===== config.mk =====
export PLATFORM = sky130hd
export DESIGN_NAME = adc_hist_lin
export DESIGN_NICKNAME = d
export VERILOG_FILES = /design/src/rtl/adc_hist_pkg.sv /design/src/rtl/adc_hist_bank.sv /design/src/rtl/adc_hist_div.sv /design/src/rtl/adc_hist_isqrt.sv /design/src/rtl/adc_hist_lin.sv
export SDC_FILE = /design/constraint.sdc
export NUM_CORES = 2
export LEC_CHECK = 0
export BUFFER_PORTS_ARGS = -buffer_cell sky130_fd_sc_hd__buf_2
export CAP_MARGIN = 20
export CORE_ASPECT_RATIO = 0.75
export CORE_MARGIN = 2
export CORE_UTILIZATION = 60
export CTS_BUF_LIST = sky130_fd_sc_hd__clkbuf_8
export CTS_CLUSTER_DIAMETER = 40
export DETAILED_ROUTE_END_ITERATION = 8
export PLACE_DENSITY = 0.89
export SETUP_SLACK_MARGIN = 0.3
export SLEW_MARGIN = 15
export SYNTH_ARGS = -nofsm -noshare
export SYNTH_HDL_FRONTEND = slang
export SYNTH_SLANG_ARGS = --single-unit

===== constraint.sdc =====
create_clock -name clk -period 12.65 [get_ports clk]
set_input_delay 0.6325 -clock clk [delete_from_list [all_inputs] [get_ports clk]]
set_output_delay 0.6325 -clock clk [all_outputs]
set_load 0.005 [all_outputs]

===== src/rtl/adc_hist_pkg.sv =====
package adc_hist_pkg;
  localparam int Q_W   = 16;
  localparam int FRAC  = 12;
  localparam int ONE_I = 1 << FRAC;
  localparam int Q_MAXI = (1 << (Q_W - 1)) - 1;
  localparam int Q_MINI = -(1 << (Q_W - 1));

  typedef enum logic [2:0] {
    ST_IDLE, ST_ACQ, ST_DIVGO, ST_DIVWAIT, ST_STORE, ST_SQGO, ST_SQWAIT, ST_DONE
  } lin_state_e;

  // clamp a wide signed value into the Q4.12 range
  function automatic logic signed [Q_W-1:0] sat_q(input logic signed [31:0] v);
    logic signed [31:0] c;
    if (v > Q_MAXI)      c = Q_MAXI;
    else if (v < Q_MINI) c = Q_MINI;
    else                 c = v;
    return c[Q_W-1:0];
  endfunction

  // ratio (count/mean in Q.12) minus one
  function automatic logic signed [Q_W-1:0] dle_from_ratio(input logic [31:0] q);
    logic signed [31:0] v;
    v = $signed(q) - ONE_I;
    return sat_q(v);
  endfunction

  // trapezoidal integration step with floor halving
  function automatic logic signed [Q_W-1:0] ile_step(input logic signed [Q_W-1:0] prev,
                                                     input logic signed [Q_W-1:0] a,
                                                     input logic signed [Q_W-1:0] b);
    logic signed [31:0] pe, ae, be, s;
    pe = prev;
    ae = a;
    be = b;
    s  = (ae + be) >>> 1;
    return sat_q(pe + s);
  endfunction

  function automatic logic [2*Q_W-1:0] sq_mag(input logic signed [Q_W-1:0] x);
    logic signed [2*Q_W-1:0] xe, p;
    xe = x;
    p  = xe * xe;
    return p;
  endfunction
endpackage


===== src/rtl/adc_hist_bank.sv =====
module adc_hist_bank #(
  parameter int CODE_W = 4,
  parameter int CNT_W  = 12
) (
  input  logic                       clk,
  input  logic                       rst_n,
  input  logic                       clr_i,
  input  logic                       hit_i,
  input  logic [CODE_W-1:0]          code_i,
  input  logic [CODE_W-1:0]          rda_code_i,
  output logic [CNT_W-1:0]           rda_cnt_o,
  input  logic [CODE_W-1:0]          rdb_code_i,
  output logic [CNT_W-1:0]           rdb_cnt_o,
  output logic [CNT_W+CODE_W-1:0]    total_o,
  output logic                       inc_o
);
  localparam int N     = 1 << CODE_W;
  localparam int TOT_W = CNT_W + CODE_W;
  localparam logic [CNT_W-1:0] CMAX = {CNT_W{1'b1}};

  logic [CNT_W-1:0] cnt_q [N];
  logic [N-1:0]     inc_vec;
  logic [TOT_W-1:0] total_q;

  for (genvar g = 0; g < N; g++) begin : g_cnt
    assign inc_vec[g] = hit_i && (code_i == CODE_W'(g)) && (cnt_q[g] != CMAX);
    always_ff @(posedge clk) begin
      if (!rst_n)          cnt_q[g] <= '0;
      else if (clr_i)      cnt_q[g] <= '0;
      else if (inc_vec[g]) cnt_q[g] <= cnt_q[g] + 1'b1;
    end
  end

  assign inc_o = |inc_vec;

  always_ff @(posedge clk) begin
    if (!rst_n)     total_q <= '0;
    else if (clr_i) total_q <= '0;
    else if (inc_o) total_q <= total_q + 1'b1;
  end

  assign total_o   = total_q;
  assign rda_cnt_o = cnt_q[rda_code_i];
  assign rdb_cnt_o = cnt_q[rdb_code_i];
endmodule


===== src/rtl/adc_hist_div.sv =====
module adc_hist_div #(
  parameter int NUM_W = 28,
  parameter int DEN_W = 16
) (
  input  logic             clk,
  input  logic             rst_n,
  input  logic             go_i,
  input  logic [NUM_W-1:0] num_i,
  input  logic [DEN_W-1:0] den_i,
  output logic             done_o,
  output logic [NUM_W-1:0] quo_o
);
  localparam int LC_W = $clog2(NUM_W + 1);

  logic [DEN_W-1:0] rem_q;
  logic [NUM_W-1:0] quo_q;
  logic [LC_W-1:0]  left_q;
  logic [DEN_W:0]   trial_w;
  logic             fit_w;

  assign trial_w = {rem_q, quo_q[NUM_W-1]};
  assign fit_w   = trial_w >= {1'b0, den_i};

  always_ff @(posedge clk) begin
    if (!rst_n) begin
      rem_q  <= '0;
      quo_q  <= '0;
      left_q <= '0;
      done_o <= 1'b0;
    end else begin
      done_o <= 1'b0;
      if (go_i) begin
        quo_q  <= num_i;
        rem_q  <= '0;
        left_q <= LC_W'(NUM_W);
      end else if (left_q != '0) begin
        if (fit_w) rem_q <= DEN_W'(trial_w - {1'b0, den_i});
        else       rem_q <= trial_w[DEN_W-1:0];
        quo_q  <= {quo_q[NUM_W-2:0], fit_w};
        left_q <= left_q - 1'b1;
        if (left_q == LC_W'(1)) done_o <= 1'b1;
      end
    end
  end

  assign quo_o = quo_q;
endmodule


===== src/rtl/adc_hist_isqrt.sv =====
module adc_hist_isqrt #(
  parameter int IN_W  = 32,
  parameter int OUT_W = IN_W / 2
) (
  input  logic             clk,
  input  logic             rst_n,
  input  logic             go_i,
  input  logic [IN_W-1:0]  val_i,
  output logic             done_o,
  output logic [OUT_W-1:0] root_o
);
  localparam int BIT_W = $clog2(OUT_W);

  logic [IN_W-1:0]  val_q;
  logic [OUT_W-1:0] root_q;
  logic [BIT_W-1:0] bit_q;
  logic             busy_q;
  logic [OUT_W-1:0] trial_w;
  logic [IN_W-1:0]  tx_w, sq_w;

  assign trial_w = root_q | (OUT_W'(1) << bit_q);
  assign tx_w    = {{(IN_W-OUT_W){1'b0}}, trial_w};
  assign sq_w    = tx_w * tx_w;

  always_ff @(posedge clk) begin
    if (!rst_n) begin
      val_q  <= '0;
      root_q <= '0;
      bit_q  <= '0;
      busy_q <= 1'b0;
      done_o <= 1'b0;
    end else begin
      done_o <= 1'b0;
      if (go_i) begin
        val_q  <= val_i;
        root_q <= '0;
        bit_q  <= BIT_W'(OUT_W - 1);
        busy_q <= 1'b1;
      end else if (busy_q) begin
        if (sq_w <= val_q) root_q <= trial_w;
        if (bit_q == '0) begin
          busy_q <= 1'b0;
          done_o <= 1'b1;
        end else begin
          bit_q <= bit_q - 1'b1;
        end
      end
    end
  end

  assign root_o = root_q;
endmodule


===== src/rtl/adc_hist_lin.sv =====
module adc_hist_lin
  import adc_hist_pkg::*;
#(
  parameter int CODE_W = 4,
  parameter int CNT_W  = 12
) (
  input  logic                    clk,
  input  logic                    rst_n,
  input  logic                    start_i,
  input  logic                    finish_i,
  input  logic                    smp_valid_i,
  input  logic [CODE_W-1:0]       smp_code_i,
  input  logic [CODE_W-1:0]       rd_code_i,
  output logic [CNT_W-1:0]        rd_count_o,
  output logic [15:0]             rd_dle_o,
  output logic [15:0]             rd_ile_o,
  output logic [CNT_W+CODE_W:0]   rd_xfer_o,
  output logic [15:0]             rms_dle_o,
  output logic [15:0]             rms_ile_o,
  output logic                    done_o
);
  localparam int N     = 1 << CODE_W;
  localparam int TOT_W = CNT_W + CODE_W;
  localparam int XF_W  = TOT_W + 1;
  localparam int DIV_N = CNT_W + CODE_W + FRAC;
  localparam int SQ_W  = 2 * Q_W;
  localparam int ACC_W = SQ_W + CODE_W;

  lin_state_e st_q;
  logic [CODE_W-1:0] idx_q;
  logic [DIV_N-1:0]  q_r;

  // named internal events, used by the checker
  logic              acq_w, inc_w, store_w, div_go_w, sq_go_w;
  logic [TOT_W-1:0]  total_w;

  logic [CNT_W-1:0]  cur_cnt_w;
  logic              div_done_w;
  logic [DIV_N-1:0]  div_quo_w;

  logic signed [Q_W-1:0] prev_dle_q, prev_ile_q;
  logic [XF_W-1:0]       prev_xfer_q;
  logic [CNT_W-1:0]      prev_cnt_q;
  logic [ACC_W-1:0]      acc_dle_q, acc_ile_q;

  logic [Q_W-1:0]  dle_q  [N];
  logic [Q_W-1:0]  ile_q  [N];
  logic [XF_W-1:0] xfer_q [N];
  logic [Q_W-1:0]  rms_dle_q, rms_ile_q;

  logic signed [Q_W-1:0] dle_w, ile_w;
  logic [XF_W-1:0]       xfer_w;

  assign acq_w    = (st_q == ST_ACQ);
  assign store_w  = (st_q == ST_STORE);
  assign div_go_w = (st_q == ST_DIVGO) && (total_w != '0);
  assign sq_go_w  = (st_q == ST_SQGO);

  adc_hist_bank #(.CODE_W(CODE_W), .CNT_W(CNT_W)) u_bank (
    .clk        (clk),
    .rst_n      (rst_n),
    .clr_i      (start_i),
    .hit_i      (smp_valid_i && acq_w),
    .code_i     (smp_code_i),
    .rda_code_i (rd_code_i),
    .rda_cnt_o  (rd_count_o),
    .rdb_code_i (idx_q),
    .rdb_cnt_o  (cur_cnt_w),
    .total_o    (total_w),
    .inc_o      (inc_w)
  );

  adc_hist_div #(.NUM_W(DIV_N), .DEN_W(TOT_W)) u_div (
    .clk    (clk),
    .rst_n  (rst_n),
    .go_i   (div_go_w),
    .num_i  ({cur_cnt_w, {(CODE_W+FRAC){1'b0}}}),
    .den_i  (total_w),
    .done_o (div_done_w),
    .quo_o  (div_quo_w)
  );

  // two identical root extractors, one per curve
  logic [SQ_W-1:0] sq_in_w   [2];
  logic            sq_done_w [2];
  logic [Q_W-1:0]  sq_root_w [2];

  assign sq_in_w[0] = acc_dle_q[CODE_W +: SQ_W];
  assign sq_in_w[1] = acc_ile_q[CODE_W +: SQ_W];

  for (genvar k = 0; k < 2; k++) begin : g_sqrt
    adc_hist_isqrt #(.IN_W(SQ_W), .OUT_W(Q_W)) u_sqrt (
      .clk    (clk),
      .rst_n  (rst_n),
      .go_i   (sq_go_w),
      .val_i  (sq_in_w[k]),
      .done_o (sq_done_w[k]),
      .root_o (sq_root_w[k])
    );
  end

  assign dle_w  = dle_from_ratio(32'(q_r));
  assign ile_w  = (idx_q == '0) ? '0 : ile_step(prev_ile_q, dle_w, prev_dle_q);
  assign xfer_w = (idx_q == '0) ? '0
                : prev_xfer_q + XF_W'(prev_cnt_q) + XF_W'(cur_cnt_w);

  always_ff @(posedge clk) begin
    if (!rst_n) begin
      st_q        <= ST_IDLE;
      idx_q       <= '0;
      q_r         <= '0;
      prev_dle_q  <= '0;
      prev_ile_q  <= '0;
      prev_xfer_q <= '0;
      prev_cnt_q  <= '0;
      acc_dle_q   <= '0;
      acc_ile_q   <= '0;
      rms_dle_q   <= '0;
      rms_ile_q   <= '0;
    end else if (start_i) begin
      st_q <= ST_ACQ;
    end else begin
      unique case (st_q)
        ST_IDLE: st_q <= ST_IDLE;
        ST_ACQ: if (finish_i) begin
          st_q      <= ST_DIVGO;
          idx_q     <= '0;
          acc_dle_q <= '0;
          acc_ile_q <= '0;
        end
        ST_DIVGO: begin
          if (total_w == '0) begin
            q_r  <= DIV_N'(ONE_I);
            st_q <= ST_STORE;
          end else begin
            st_q <= ST_DIVWAIT;
          end
        end
        ST_DIVWAIT: if (div_done_w) begin
          q_r  <= div_quo_w;
          st_q <= ST_STORE;
        end
        ST_STORE: begin
          prev_dle_q  <= dle_w;
          prev_ile_q  <= ile_w;
          prev_xfer_q <= xfer_w;
          prev_cnt_q  <= cur_cnt_w;
          acc_dle_q   <= acc_dle_q + ACC_W'(sq_mag(dle_w));
          acc_ile_q   <= acc_ile_q + ACC_W'(sq_mag(ile_w));
          if (idx_q == CODE_W'(N - 1)) st_q <= ST_SQGO;
          else begin
            idx_q <= idx_q + 1'b1;
            st_q  <= ST_DIVGO;
          end
        end
        ST_SQGO: st_q <= ST_SQWAIT;
        ST_SQWAIT: if (sq_done_w[0]) begin
          rms_dle_q <= sq_root_w[0];
          rms_ile_q <= sq_root_w[1];
          st_q      <= ST_DONE;
        end
        ST_DONE: st_q <= ST_DONE;
        default: st_q <= ST_IDLE;
      endcase
    end
  end

  always_ff @(posedge clk) begin
    if (!rst_n) begin
      for (int i = 0; i < N; i++) begin
        dle_q[i]  <= '0;
        ile_q[i]  <= '0;
        xfer_q[i] <= '0;
      end
    end else if (store_w && !start_i) begin
      dle_q[idx_q]  <= dle_w;
      ile_q[idx_q]  <= ile_w;
      xfer_q[idx_q] <= xfer_w;
    end
  end

  assign rd_dle_o  = dle_q[rd_code_i];
  assign rd_ile_o  = ile_q[rd_code_i];
  assign rd_xfer_o = xfer_q[rd_code_i];
  assign rms_dle_o = rms_dle_q;
  assign rms_ile_o = rms_ile_q;
  assign done_o    = (st_q == ST_DONE);
endmodule


-- Yosys cells after proc, flatten, opt, wreduce, memory -nomap -nowiden
Memories as Yosys holds them, arrays and structs flattened. A register that Yosys moved wholly into a read port is not among the register bits.
Index checks and enable logic that the tools add are counted.
- add/subtract/negate cells: 29
- multipliers: 4
- div/mod/pow operators: 0
- magnitude comparators: 7
- equality and inequality tests: 50
- shift-type cells: 2
- multiplexer cells: 155
- bitwise gates (word level): 38
- reductions and logical operators: 69
- operators by type and width (operator ; number):
    $mux 12 ; 32
    $add 12x1->12 const B ; 16
    $ne 12x12->1 const B ; 16
    $pmux 36 s2 ; 2
    $mul 16x16->32 ; 4
    $mux 16 ; 8
    $mux 28 ; 4
    $mux 1 ; 83
    $add 36x32->36 ; 2
    $le 32x32->1 ; 2
    $pmux 28 s2 ; 1
    $mux 4 ; 13
    $reduce_or 16->1 ; 3
    $eq 4x4->1 const B ; 9
    $mux 36 ; 1
    $logic_and 1x1->1 ; 35
    $add 16x16->17 ; 2
    $add 17x12->17 ; 2
    $mux 17 ; 2
    $or 1x1->1 ; 32
    $or 16x16->16 ; 2
    $shl 1x4->16 const A ; 2
    $gt 29x16->1 const B ; 1
    $lt 29x16->1 const B ; 1
    38 further kinds ; 79
- flip-flop bits (word level): 373
- bits in latches: 0
- RAM bits: 976
- memory bits (read-only): 0
- input bits: 13
- output and inout port bits: 94
- word-level logic and storage cells: 386
- memories: 4
- memories (memory ; depth ; width ; rd ports ; clocked after Yosys merged registers in ; write ports ; line ; source):
    xfer_q ; 16 ; 17 ; 1 ; 0 ; 16 ; adc_hist_lin.sv:48 ; logic [XF_W-1:0] xfer_q [N];
    dle_q ; 16 ; 16 ; 1 ; 0 ; 16 ; adc_hist_lin.sv:46 ; logic [Q_W-1:0] dle_q [N];
    ile_q ; 16 ; 16 ; 1 ; 0 ; 16 ; adc_hist_lin.sv:47 ; logic [Q_W-1:0] ile_q [N];
    u_bank.cnt_q ; 16 ; 12 ; 18 ; 1 ; 16 ; adc_hist_bank.sv:21 ; logic [CNT_W-1:0] cnt_q [N];

-- Logic depth before layout (Yosys ltp)
- depth after elaboration: 13
- gate-level depth with buffers: 69

-- Cells and area by module
Synthesis repeated with hierarchy kept, for this count alone.
- cell total of the unflattened synthesis: 9616
- area, all modules: 101320.9 um^2
- modules (own cells, without submodules) (module ; instances ; cells an instance ; area each (um^2) ; sequential area each (um^2)):
    adc_hist_lin ; 1 ; 5728 ; 64161.5 ; 27546.4
    adc_hist_bank ; 1 ; 1148 ; 13558.0 ; 6085.8
    adc_hist_isqrt (g_sqrt[0].u_sqrt) ; 1 ; 1164 ; 10283.6 ; 1081.0
    adc_hist_isqrt (g_sqrt[1].u_sqrt) ; 1 ; 1150 ; 10134.7 ; 1081.0
    adc_hist_div ; 1 ; 426 ; 3183.1 ; 1001.0

-- Worst setup path before layout
Ideal clock, no wire load.
- path type: flip-flop to flip-flop
- start: register q_r[12]
- end: register acc_ile_q[28]
- setup time: 0.122 ns
- data arrival time: 13.569 ns
- required time: 12.528 ns
- slack: -1.040 ns
- stages on the path, launching flop included: 65
- buffers on the path: 5
- clock period less this slack: 13.690 ns
- cell sequence: dfxtp_1 -> clkbuf_1 -> inv_1 -> ha_1 -> clkbuf_1 -> o21ba_2 -> nor2_1 -> o32ai_1 -> nand4_1 -> o21ai_0 -> clkbuf_2 -> nand2b_1 -> nand2_1 -> inv_1 -> fa_1 -> nand3_1 -> a21oi_1 -> o21ai_0 -> [... 29 more ...] -> nand4_1 -> a211oi_1 -> o311ai_0 -> a31oi_1 -> a21oi_1 -> o21ai_0 -> xor2_1 -> ha_1 -> nand4_1 -> nor2_1 -> a211oi_1 -> o21ai_0 -> a31o_2 -> a21oi_1 -> o21ai_0 -> nand2_1 -> mux2i_1 -> a221o_1
- cells in the longest elaborated chain, start to end: 13
- ends and longest elaborated chain (what ; line ; source):
    from (decl) ; adc_hist_lin.sv:31 ; logic [DIV_N-1:0] q_r;
    from (signal assigned) ; adc_hist_lin.sv:133 ; q_r <= DIV_N'(ONE_I);
    from (signal assigned) ; adc_hist_lin.sv:140 ; q_r <= div_quo_w;
    $sub 28x13->29 (*) ; adc_hist_pkg.sv:24 ; v = $signed(q) - ONE_I;
    $lt 29x16->1 ; adc_hist_pkg.sv:16 ; else if (v < Q_MINI) c = Q_MINI;
    $mux 16 ; adc_hist_pkg.sv:16 ;
    $mux 16 (*) ; adc_hist_pkg.sv:15 ; if (v > Q_MAXI) c = Q_MAXI;
    net dle_w[1] ; adc_hist_lin.sv:51 ; logic signed [Q_W-1:0] dle_w, ile_w;
    $add 16x16->17 (*) ; adc_hist_pkg.sv:36 ; s = (ae + be) >>> 1;
    $add 16x16->17 (*) ; adc_hist_pkg.sv:37 ; return sat_q(pe + s);
    $lt 17x16->1 ; adc_hist_pkg.sv:16 ;
    $mux 16 ; adc_hist_pkg.sv:16 ;
    $mux 16 (*) ; adc_hist_pkg.sv:15 ;
    $mux 16 (*) ; adc_hist_lin.sv:103 ; assign ile_w = (idx_q == '0) ? '0 : ile_step(prev_ile_q, dle_w, prev_dle_q);
    $mul 16x16->32 (*) ; adc_hist_pkg.sv:43 ; p = xe * xe;
    $add 36x32->36 (*) ; adc_hist_lin.sv:149 ; acc_ile_q <= acc_ile_q + ACC_W'(sq_mag(ile_w));
    $pmux 36 s2 (*) ; adc_hist_lin.sv:123 ; unique case (st_q)
    to (signal assigned) ; adc_hist_lin.sv:149 ;
    to (decl) ; adc_hist_lin.sv:44 ; logic [ACC_W-1:0] acc_dle_q, acc_ile_q;
The timed path passes the listed nets; every way through them passes the cells marked *.
A chain may end at the register's enable or synchronous reset.

-- Worst setup path after layout
- start: register q_r[13]
- end: register acc_ile_q[32]
Same word-level chain as after synthesis.

==> load_flow_metrics.sql <==
INSERT INTO impl_metrics (metric_group, metric, value, unit) VALUES
('timing', 'report.final.setup_viol', '14', ''),
('global_routing', 'grt_remaining_overflow', '0', ''),
('timing', 'report.final.hold_viol_count', '0', ''),
('global_routing', 'grt_start_max_net_pins', '110', ''),
('cells_and_area', 'final_nets', '11242', ''),
('timing', 'grt_setup_unrepaired', 'yes', ''),
('power_and_ir_drop', 'p_leak', '47.5', 'nW'),
('timing', 'timing_worst_slew_pin_value', '1.28', 'ns'),
('floorplan', 'number_of_i_o_pins', '107', ''),
('timing', 'period_needed', '12.99', 'ns'),
('cts', 'clk_latency', '1.03', 'ns'),
('place', 'dpl_cell_area', '0.105', 'mm2'),
('synthesis', 'seq_area_frac_synth', '37.1', '%'),
('place', 'place_inst', '11696', ''),
('timing', 'timing_max_transition_violations_final', '0', ''),
('cells_and_area', 'fillCellCount', '10978', ''),
('synthesis', 'post_synth_instance_area', '0.0993', 'mm2'),
('place', 'gp_congestion', '1.03', ''),
('synthesis', 'yosys_register_bits', '1353', ''),
('synthesis', 'netlist-cell-type-count', '93', ''),
('floorplan', 'floorplan.core_area', '0.165', 'mm2'),
('setup_path', 'highest_net_fanout_along_the_worst_path', '7', ''),
('synthesis', 'synth_ff_type', 'sky130_fd_sc_hd__edfxtp_1', ''),
('floorplan', 'die_y', '356', 'um'),
('setup_path', 'crit_path_start_kind', 'flip-flop', ''),
('outcome', 'failed_checks', 'DRC, setup timing', ''),
('global_routing', 'first_global_vias', '80021', ''),
('place', 'i_o_buffers', '106', ''),
('synthesis', 'ys_top_cells_by_area', 'sky130_fd_sc_hd__edfxtp_1 (30%), sky130_fd_sc_hd__fa_1 (17%), sky130_fd_sc_hd__mux4_2 (8.3%), sky130_fd_sc_hd__dfxtp_1 (7.6%), sky130_fd_sc_hd__ha_1 (7.2%)', ''),
('routing', 'wl_per_cell', '26.1', 'um'),
('setup_path', 'critical-path-top-cell-by-count', 'sky130_fd_sc_hd__fa_1', ''),
('routing', 'firstDrtPassIters', '9', ''),
('cells_and_area', 'syn2layout_area_growth', '12.2', '%'),
('setup_path', 'crit_required', '13.59', 'ns'),
('outcome', 'run_status', 'finished, violations left', ''),
('cts', 'cts_max_level', '4', ''),
('floorplan', 'floorplan_die_area', '0.169', 'mm2'),
('timing', 'setup-tns-final', '-3.07', 'ns'),
('timing', 'timing.max_slew.rel_slack', '14.8', '%'),
('power_and_ir_drop', 'power_density', '95.9', 'mW/mm2'),
('routing', 'drtIter0Drc', '12344', ''),
('synthesis', 'gate_count_post_synth', '9415', ''),
('cells_and_area', 'sequential_cell_area', '0.0369', 'mm2'),
('cells_and_area', 'combined_area_of_the_multi_input_logic_cells', '0.0575', 'mm2'),
('synthesis', 'synth_enable_flop_cells', '976', ''),
('routing', 'totalWireLength', '318000', 'um'),
('setup_path', 'critical_path_end_type', 'flip-flop', ''),
('cts', 'postCtsHoldBufs', '0', ''),
('floorplan', 'die-width', '474', 'um'),
('timing', 'final.setup_skew', '0.0706', 'ns'),
('cells_and_area', 'layout_common_cells', 'sky130_fd_sc_hd__nor2_1 (1463), sky130_fd_sc_hd__inv_1 (1267), sky130_fd_sc_hd__edfxtp_1 (976)', ''),
('routing', 'ant_nets', '0', ''),
('setup_path', 'max_stage_delay', '0.52', 'ns'),
('cells_and_area', 'final_cell_area', '0.111', 'mm2'),
('synthesis', 'yosysTopAreaCellShare', '29.5', '%'),
('timing', 'layout_setup_ws', '-0.342', 'ns'),
('power_and_ir_drop', 'worst_case_vdd_ir_drop', '0.133', 'mV'),
('routing', 'vias_per_cell', '6.43', ''),
('floorplan', 'num_rows', '129', ''),
('synthesis', 'synthDominantAreaCellType', 'sky130_fd_sc_hd__edfxtp_1', ''),
('timing', 'fmax', '0.0770', 'GHz'),
('cts', 'clkTransAtPathRegs', '0.07', 'ns'),
('cts', 'cts_inserted_buffers', '220', ''),
('cts', 'cts.sink_count', '1353', ''),
('setup_path', 'timing.critical_path.slowest_stage_cell', 'sky130_fd_sc_hd__or4bb_4', ''),
('cells_and_area', 'final_util', '67.7', '%'),
('cells_and_area', 'layout-drive-gt1-share', '16.1', '%'),
('routing', 'remaining_drc_errors', '17', ''),
('cts', 'clock_path_buffers', '3', ''),
('job', 'maxCapViolCount', '0', ''),
('cells_and_area', 'layout.cells.most_common', 'sky130_fd_sc_hd__nor2_1', '');
-- state kept, by name (all words and copies together) (netlist names), 28 cells and up, named ones only --
signal and count:
xfer_q 272, u_div.quo_o 28, ile_q 256, u_bank.cnt_q 192
g_sqrt.u_sqrt.val_q 64, dle_q 256, q_r 28, acc_dle_q 36
acc_ile_q 36, g_sqrt.u_sqrt.root_o 32
-- synthesized netlist by cell type, drive strengths merged, types with 17 or more instances --
cell type and instances:
a211oi 41, a21boi 136, a21o 116, a21oi 267, a22oi 52, a31oi 42, and2 50, and3 75
buf 70, clkbuf 374, clkinv 17, dfxtp 377, edfxtp 976, fa 821, ha 575, inv 1234
mux4 365, nand2 870, nand2b 62, nand3 152, nand4 63, nor2 1492, nor2b 100, nor3 81
nor4 18, o211ai 27, o21a 46, o21ai 226, o21bai 28, o31ai 17, or2 25, or3 28
xnor2 235, xor2 173
-- final cells by class --
cell class,count,area share (%)
clock buffers,245,3.03
well taps,2161,2.43
repair buffers,608,4.26
multi-input cells,6399,51.6
diodes,15,0.0337
inverters,1251,4.26
flip-flops and latches,1353,33.1
clock inverters,170,1.31
-- where the power goes --
group	leakage [nW]	internal, mW	total, mW	switching (mW)
registers	13.2	4.89	4.99	0.106
logic	31.6	0.533	1.45	0.914
clock network	2.67	2.22	4.25	2.03
total	47.5	7.64	10.7	3.05
-- repair_timing --
item / 4_1_cts / 5_1_grt
setup endpoints to repair: 20 / 24
pin swaps: 62 / 83
gates resized for setup: 83 / 140
buffers inserted: 41 / 21
hold endpoints to repair: 0 / 0
-- routing by layer --
layer | vias to the layer above | track usage (%) | share of wire, % | routed length (um)
met4 | 18 | 19.2 | 6.5 | 20600
met3 | 1500 | 16.8 | 18 | 57200
met2 | 6587 | 53.1 | 41 | 131000
met5 | - | 0.498 | 0.033 | 106
met1 | 37871 | 48.8 | 34 | 109000
li1 | 32500 | - | - | -
-- worst paths after layout --
kind                startpoint             to  slack, ns  cells after the start
setup / recovery       q_r[13]  acc_ile_q[32]      -0.34                     62
hold / removal         start_i        st_q[0]       0.05                      2
setup reg to reg       q_r[13]  acc_ile_q[32]      -0.34                     62
hold reg to reg   rms_ile_o[8]   rms_ile_o[8]       0.46                      2
-- through the flow --
step | hold WS [ns] | power [mW] | worst slack (ns)
floorplan | 0.432 | 5.96 | 0.201
global placement | 0.440 | 6.35 | -0.179
detailed placement | 0.454 | 6.42 | -0.476
CTS | 0.00308 | 10.5 | 0.0846
global route | 0.0304 | 10.9 | -0.836
finish | 0.0465 | 10.7 | -0.342
-- cells by family after synthesis --
logic type	count (synthesis)	synth area share [%]
xor gates and xnor gates	408	3.60
adders and majority gates	1396	23.8
DFF	1353	37.1
other	1	0.00378
AOI/OAI and AO/OA	1117	7.37
and+or+nand+nor	3070	13.3
buffers and inverters	1695	6.49
muxes	375	8.38
No activity file was read; power rests on OpenSTA's default activity.
